$ cat src/rtl/usw_pkg.sv
package usw_pkg;

    localparam int TPH_W = 2;
    localparam int SUB_W = 2;

    typedef logic [TPH_W-1:0] tphase_t;

    typedef struct packed {
        tphase_t          tph;
        logic [SUB_W-1:0] sub;
    } slot_pos_t;

    typedef struct packed {
        logic m1;
        logic mreq;
        logic iorq;
    } bus_req_t;

    function automatic slot_pos_t pos_advance(slot_pos_t p);
        logic [TPH_W+SUB_W-1:0] v;
        v = p;
        v = v + 1'b1;
        return slot_pos_t'(v);
    endfunction

    function automatic logic pos_is_last(slot_pos_t p);
        return &p;
    endfunction

    function automatic logic req_any(bus_req_t r);
        return |r;
    endfunction

endpackage

$ cat src/rtl/usw_slot_timer.sv
module usw_slot_timer
    import usw_pkg::*;
#(
    parameter int VID_TPH = 0,
    parameter int VID_SUB = 1
) (
    input  logic    clk,
    input  logic    rst,
    output tphase_t tph,
    output tphase_t tph_nxt,
    output logic    cpu_clk,
    output logic    vid_fetch,
    output logic    slot_last
);

    localparam slot_pos_t VID_POS = slot_pos_t'({tphase_t'(VID_TPH), 2'(VID_SUB)});

    slot_pos_t pos;
    slot_pos_t pos_nxt;

    always_comb begin
        pos_nxt   = pos_advance(pos);
        slot_last = pos_is_last(pos);
        tph       = pos.tph;
        tph_nxt   = pos_nxt.tph;
    end

    always_ff @(posedge clk) begin
        if (rst) begin
            pos       <= '0;
            cpu_clk   <= 1'b1;
            vid_fetch <= 1'b0;
        end else begin
            pos       <= pos_nxt;
            cpu_clk   <= ~pos_nxt.sub[SUB_W-1];
            vid_fetch <= (pos_nxt == VID_POS);
        end
    end


    cpu_clk_edge_chk: assert property (@(posedge clk) disable iff (rst)
        $rose(cpu_clk) |-> (pos.sub == '0));


    vid_width_chk: assert property (@(posedge clk) disable iff (rst)
        vid_fetch |=> !vid_fetch);


    vid_place_chk: assert property (@(posedge clk) disable iff (rst)
        vid_fetch |-> (pos.tph == tphase_t'(VID_TPH)));

endmodule

$ cat src/rtl/usw_ready_gen.sv
module usw_ready_gen
    import usw_pkg::*;
#(
    parameter int GO_TPH = 1
) (
    input  logic     clk,
    input  logic     rst,
    input  bus_req_t req,
    input  tphase_t  tph,
    input  tphase_t  tph_nxt,
    output logic     ready
);

    localparam tphase_t GO = tphase_t'(GO_TPH);

    logic req_on;
    assign req_on = req_any(req);

    always_ff @(posedge clk) begin
        if (rst) ready <= 1'b1;
        else     ready <= !(req_on && (tph_nxt != GO));
    end


    hold_off_chk: assert property (@(posedge clk) disable iff (rst)
        (!$past(rst) && $past(req_on) && (tph != GO)) |-> !ready);


    idle_release_chk: assert property (@(posedge clk) disable iff (rst)
        (!$past(rst) && !$past(req_on)) |-> ready);


    grant_phase_chk: assert property (@(posedge clk) disable iff (rst)
        (!$past(rst) && $past(req_on) && ready) |-> (tph == GO));

endmodule

$ cat src/rtl/usw_raster.sv
module usw_raster #(
    parameter int  LINE_US     = 64,
    parameter int  FRAME_LINES = 312,
    localparam int US_W        = $clog2(LINE_US),
    localparam int LN_W        = $clog2(FRAME_LINES)
) (
    input  logic            clk,
    input  logic            rst,
    input  logic            slot_last,
    output logic [US_W-1:0] us,
    output logic [LN_W-1:0] line,
    output logic            frame_tick
);

    logic us_wrap;
    logic line_wrap;

    always_comb begin
        us_wrap   = slot_last && (us == US_W'(LINE_US - 1));
        line_wrap = us_wrap && (line == LN_W'(FRAME_LINES - 1));
    end

    always_ff @(posedge clk) begin
        if (rst) begin
            us         <= '0;
            line       <= '0;
            frame_tick <= 1'b0;
        end else begin
            if (slot_last) us <= us_wrap ? '0 : us + US_W'(1);
            if (us_wrap)   line <= line_wrap ? '0 : line + LN_W'(1);
            frame_tick <= line_wrap;
        end
    end


    us_hold_chk: assert property (@(posedge clk) disable iff (rst)
        !slot_last |=> $stable(us));


    frame_origin_chk: assert property (@(posedge clk) disable iff (rst)
        frame_tick |-> ((us == '0) && (line == '0)));


    line_range_chk: assert property (@(posedge clk) disable iff (rst)
        int'(line) < FRAME_LINES);

endmodule

$ cat src/rtl/usec_wait_gen.sv
module usec_wait_gen
    import usw_pkg::*;
#(
    parameter int  GO_TPH      = 1,
    parameter int  VID_TPH     = 0,
    parameter int  VID_SUB     = 1,
    parameter int  LINE_US     = 64,
    parameter int  FRAME_LINES = 312,
    localparam int US_W        = $clog2(LINE_US),
    localparam int LN_W        = $clog2(FRAME_LINES)
) (
    input  logic            clk,
    input  logic            rst,
    input  logic            mreq_n,
    input  logic            iorq_n,
    input  logic            m1_n,
    output logic            cpu_clk,
    output logic            ready,
    output logic            vid_fetch,
    output logic [1:0]      slot_phase,
    output logic [US_W-1:0] us_in_line,
    output logic [LN_W-1:0] line_idx,
    output logic            frame_tick
);

    bus_req_t req;
    tphase_t  tph;
    tphase_t  tph_nxt;
    logic     slot_last;

    assign req = '{m1: ~m1_n, mreq: ~mreq_n, iorq: ~iorq_n};
    assign slot_phase = tph;

    usw_slot_timer #(
        .VID_TPH(VID_TPH),
        .VID_SUB(VID_SUB)
    ) u_timer (
        .clk       (clk),
        .rst       (rst),
        .tph       (tph),
        .tph_nxt   (tph_nxt),
        .cpu_clk   (cpu_clk),
        .vid_fetch (vid_fetch),
        .slot_last (slot_last)
    );

    usw_ready_gen #(
        .GO_TPH(GO_TPH)
    ) u_ready (
        .clk     (clk),
        .rst     (rst),
        .req     (req),
        .tph     (tph),
        .tph_nxt (tph_nxt),
        .ready   (ready)
    );

    usw_raster #(
        .LINE_US     (LINE_US),
        .FRAME_LINES (FRAME_LINES)
    ) u_raster (
        .clk        (clk),
        .rst        (rst),
        .slot_last  (slot_last),
        .us         (us_in_line),
        .line       (line_idx),
        .frame_tick (frame_tick)
    );

endmodule

$ cat config.mk
export PLATFORM = sky130hd
export DESIGN_NAME = usec_wait_gen
export DESIGN_NICKNAME = d
export VERILOG_FILES = /design/src/rtl/usw_pkg.sv /design/src/rtl/usw_slot_timer.sv /design/src/rtl/usw_ready_gen.sv /design/src/rtl/usw_raster.sv /design/src/rtl/usec_wait_gen.sv
export SDC_FILE = /design/constraint.sdc
export NUM_CORES = 1
export LEC_CHECK = 0
export CAP_MARGIN = 30
export CORE_ASPECT_RATIO = 1.1
export CORE_MARGIN = 2
export CORE_UTILIZATION = 45
export DETAILED_ROUTE_END_ITERATION = 6
export GPL_ROUTABILITY_DRIVEN = 1
export PLACE_DENSITY = 0.74
export SETUP_SLACK_MARGIN = 0.2
export SLEW_MARGIN = 15
export SYNTH_ARGS = -nofsm -noshare
export SYNTH_HDL_FRONTEND = slang
export SYNTH_SLANG_ARGS = --single-unit
$ cat constraint.sdc
create_clock -name clk -period 3.76 [get_ports clk]
set_clock_uncertainty 0.1 [all_clocks]
set_input_delay 0.94 -clock clk [delete_from_list [all_inputs] [get_ports clk]]
set_output_delay 0.94 -clock clk [all_outputs]
set_load 0.01 [all_outputs]
==> qor_table.md <==
| Metric | Reported |
| --- | --- |
| Worst-path fanout max | 7 |
| DRC Markers | 0 |
| Most common cell after layout, fill and taps aside | clkdlybuf4s50_1 |
| Post-synth EDFFs | 0 |
| Avg Vias per Cell | 5.20 |
| Insertion delay to the later sink of the worst-skew pair | 0.30 ns |
| Die X-Extent | 50.2 microns |
| Estimated wirelength of the detail-placed design | 1480 microns |
| Wire length of the first global-routing pass | 3390 microns |
| Setup TNS | 0 ns |
| Most frequent cells in the layout | clkdlybuf4s50_1 (25), dfxtp_1 (23), nor2_1 (20) |
| Initial antenna violation count | 0 |
| Core region area | 2230 sq um |
| Static leakage power | 0.491 nW |
| Number of buffers added to fix hold violations after cts | 0 |
| Startpoint types | register |
| Synth Warn # | 0 |
| Number of hold violations in the final report | 0 |
| Area enclosed by the die boundary | 2750 sq um |
| Final-report setup violation count | 0 |
| Pint | 0.000308 W |
| Initial core utilization | 0.474 |
| Number of distinct standard cells referenced by the synthesized netlist | 30 |
| Max clock buf depth | 2 |
| Vias after detailed routing | 884 |
| Unrepaired setup endpoints after global routing | false |
| Slew margin rel. | 0.638 |
| Path class of the lowest-slack min-delay path | reg -> reg |
| Routed length per placed instance | 11.9 microns |
| Endpoint type of the worst setup path | output pin |
| Part of the cycle the worst path needs | 0.655 |
| Residual antenna-violating net count after detailed routing | 0 |
| Largest net degree at the start of global routing | 17 |
| Drt first-iter violations | 23 |
| Root Buffer | clkbuf_4 |
| Fmax | 406 MHz |
| Total count of max-transition violations in the final report | 0 |
| Min Clock Period, post-route | 2.46 ns |
| Required time of the worst setup path | 2.72 ns |
| Total number of placement rows | 18 |
| Gpl congestion | 0.834 |
| Worst IR Drop VDD | 211 uV |
| Critical path's top delay family | buffers and inverters |
| Share of synthesized area occupied by flip-flops and latches | 0.436 |
| Slowest cell on the critical path | clkdlybuf4s50_1 |
| Combinational group share of total power | 0.077 |
| Setup ws final | 1.30 ns |
| Vias in the first global route | 810 |
| Top-Level Pins | 26 |
| Fraction of final layout cells sized beyond drive strength 1 | 0.0643 |
| I/O Buffers | 25 |
| Cell Chain, Critical Path | clkdlybuf4s50_1 |
| Sw power | 0.0000902 W |
| Remaining global-route overflow | 0 |
| Post-synthesis instance area | 1060 sq um |
| Final nets | 150 |
| Post-synthesis instance total | 116 |
| Setup WS pre-CTS | 1.44 ns |
| Post-CTS Setup Repair Bufs | 0 |
| Number of register bits inferred by synthesis | 23 |
| Clock group share of total power | 0.282 |
| Status | complete, no violations |
| Count of antenna diodes in the layout | 0 |
| # resized after CTS | 0 |
| Asr flop ratio synth | 0 |
| Chip height | 54.8 microns |
| Relative area change from synthesis to final layout | 27.1% |
| Clock input transition at the sequential cells of the worst setup and hold paths | 0.12 ns |
| Num CTS Buffers | 3 |
| Delay of the slowest cell on the worst path | 0.60 ns |
| Total of max-cap violations | 0 |
| Power density of the placed cells | 297 nW/um^2 |
| Sink Count | 23 |
| Net count of the mapped netlist | 125 |
| Overall Global Routing Usage | 0.161 |
| Sum of routed wire length over all layers | 2020 microns |
| Average size of a mapped cell | 9.10 sq um |
| Clock tree from TritonCTS | built |
| Power Total | 0.000398 W |
| Fraction of power spent switching nets | 0.226 |
| Worst endpoint data arrival time | 1.42 ns |
| Buffers plus inverters on the worst setup path | 1 |
| Worst slew pin tran | 0.542 ns |
| Flip-flop cell with the highest count after synthesis | dfxtp_1 |
| Number of search-and-repair iterations in the first detailed-routing pass | 2 |
| Relative contribution of sequential cells to total power | 0.640 |
| Startpoint-to-endpoint class of the critical path | reg -> out |
| Deepest level of the CTS H-tree | 1 |
## sequential cells by signal, indices dropped and copies added (netlist names)
name and count:
u_timer.pos 2, u_timer.tph 2, u_raster.frame_tick 1, u_raster.line 9, u_timer.vid_fetch 1, u_timer.cpu_clk 1
u_ready.ready 1, u_raster.us 6
## worst reg2reg max path: stages (launching register included)
cell and delay [ns]:
dfxtp_1 0.45, ha_1 0.35, nand4_4 0.20, nor2_1 0.38, a21o_2 0.28, nor2_1 0.07
## routing by layer
| layer | part of all wire | vias to the layer above | track usage |
|---|---|---|---|
| met5 | 0 | - | 0 |
| met4 | 0.0050 | 0 | 0.0694 |
| met3 | 0.032 | 2 | 0.0273 |
| met2 | 0.52 | 15 | 0.298 |
| met1 | 0.44 | 422 | 0.185 |
| li1 | - | 445 | - |
## worst paths after layout
path | from | endpoint | slack (ns) | depth (start not counted)
worst max register to register | u_timer.pos[0] | u_raster.line[8] | 1.83 | 5
worst max-delay path | u_timer.tph[1] | slot_phase[1] | 1.30 | 1
worst min-delay path | u_raster.line[1] | u_raster.line[1] | 0.43 | 2
worst min register to register | u_raster.line[1] | u_raster.line[1] | 0.43 | 2
## area by class of cell
type / count / area (sq um)
fill: 193 / 887
tap: 30 / 37.5
inverter: 7 / 26.3
clock buffer: 4 / 26.3
timing repair buffer: 25 / 250
sequential: 23 / 460
multi-input combinational: 81 / 542
## power by group through the flow
| stage | Sequential (W) | Clock (W) | Combinational, W |
|---|---|---|---|
| after floorplan | 0.000261 | 0 | 0.0000148 |
| after global placement | 0.000260 | 0 | 0.0000302 |
| after detailed placement | 0.000261 | 0 | 0.0000310 |
| after CTS | 0.000255 | 0.000117 | 0.0000311 |
| after global routing | 0.000256 | 0.000124 | 0.0000344 |
| final | 0.000255 | 0.000112 | 0.0000308 |
## cells in the mapped netlist (2+ instances only)
cell type | number | area [sq um]
xnor2_1 | 9 | 78.8
nand4_1 | 5 | 31.3
nand4_4 | 2 | 42.5
nor2_1 | 20 | 75.1
buf_4 | 2 | 15.0
xor2_1 | 4 | 35.0
dfxtp_1 | 23 | 460
o21ai_0 | 2 | 10.0
clkbuf_1 | 2 | 7.51
nand2_1 | 5 | 18.8
ha_1 | 4 | 50.1
nand3_1 | 4 | 20.0
inv_1 | 7 | 26.3
nor4_1 | 5 | 31.3
mux2i_1 | 2 | 20.0
nor3_1 | 5 | 25.0
nand2b_1 | 2 | 12.5
## cells by family (layout without fill, tap and decap cells)
group / count (synthesis) / count (layout) / synth area share
AND/OR/NAND/NOR: 53 / 53 / 0.276
multiplexers: 2 / 2 / 0.0190
buffers and inverters: 12 / 36 / 0.0509
flip-flops: 23 / 23 / 0.436
adder cells (fa/ha/maj): 4 / 4 / 0.0474
AO/OA/AOI/OAI: 9 / 9 / 0.0628
XOR/XNOR: 13 / 13 / 0.108
## per-stage QoR
step	hold WS, ns	util	instances	cell area (sq um)
finish	0.432	0.602	170	1340
global route	0.460	0.602	170	1340
CTS	0.437	0.602	170	1340
detailed placement	0.411	0.590	166	1320
global placement	0.376	0.590	166	1320
floorplan	0.352	-	116	1060
(Power assumes the default switching activity.)
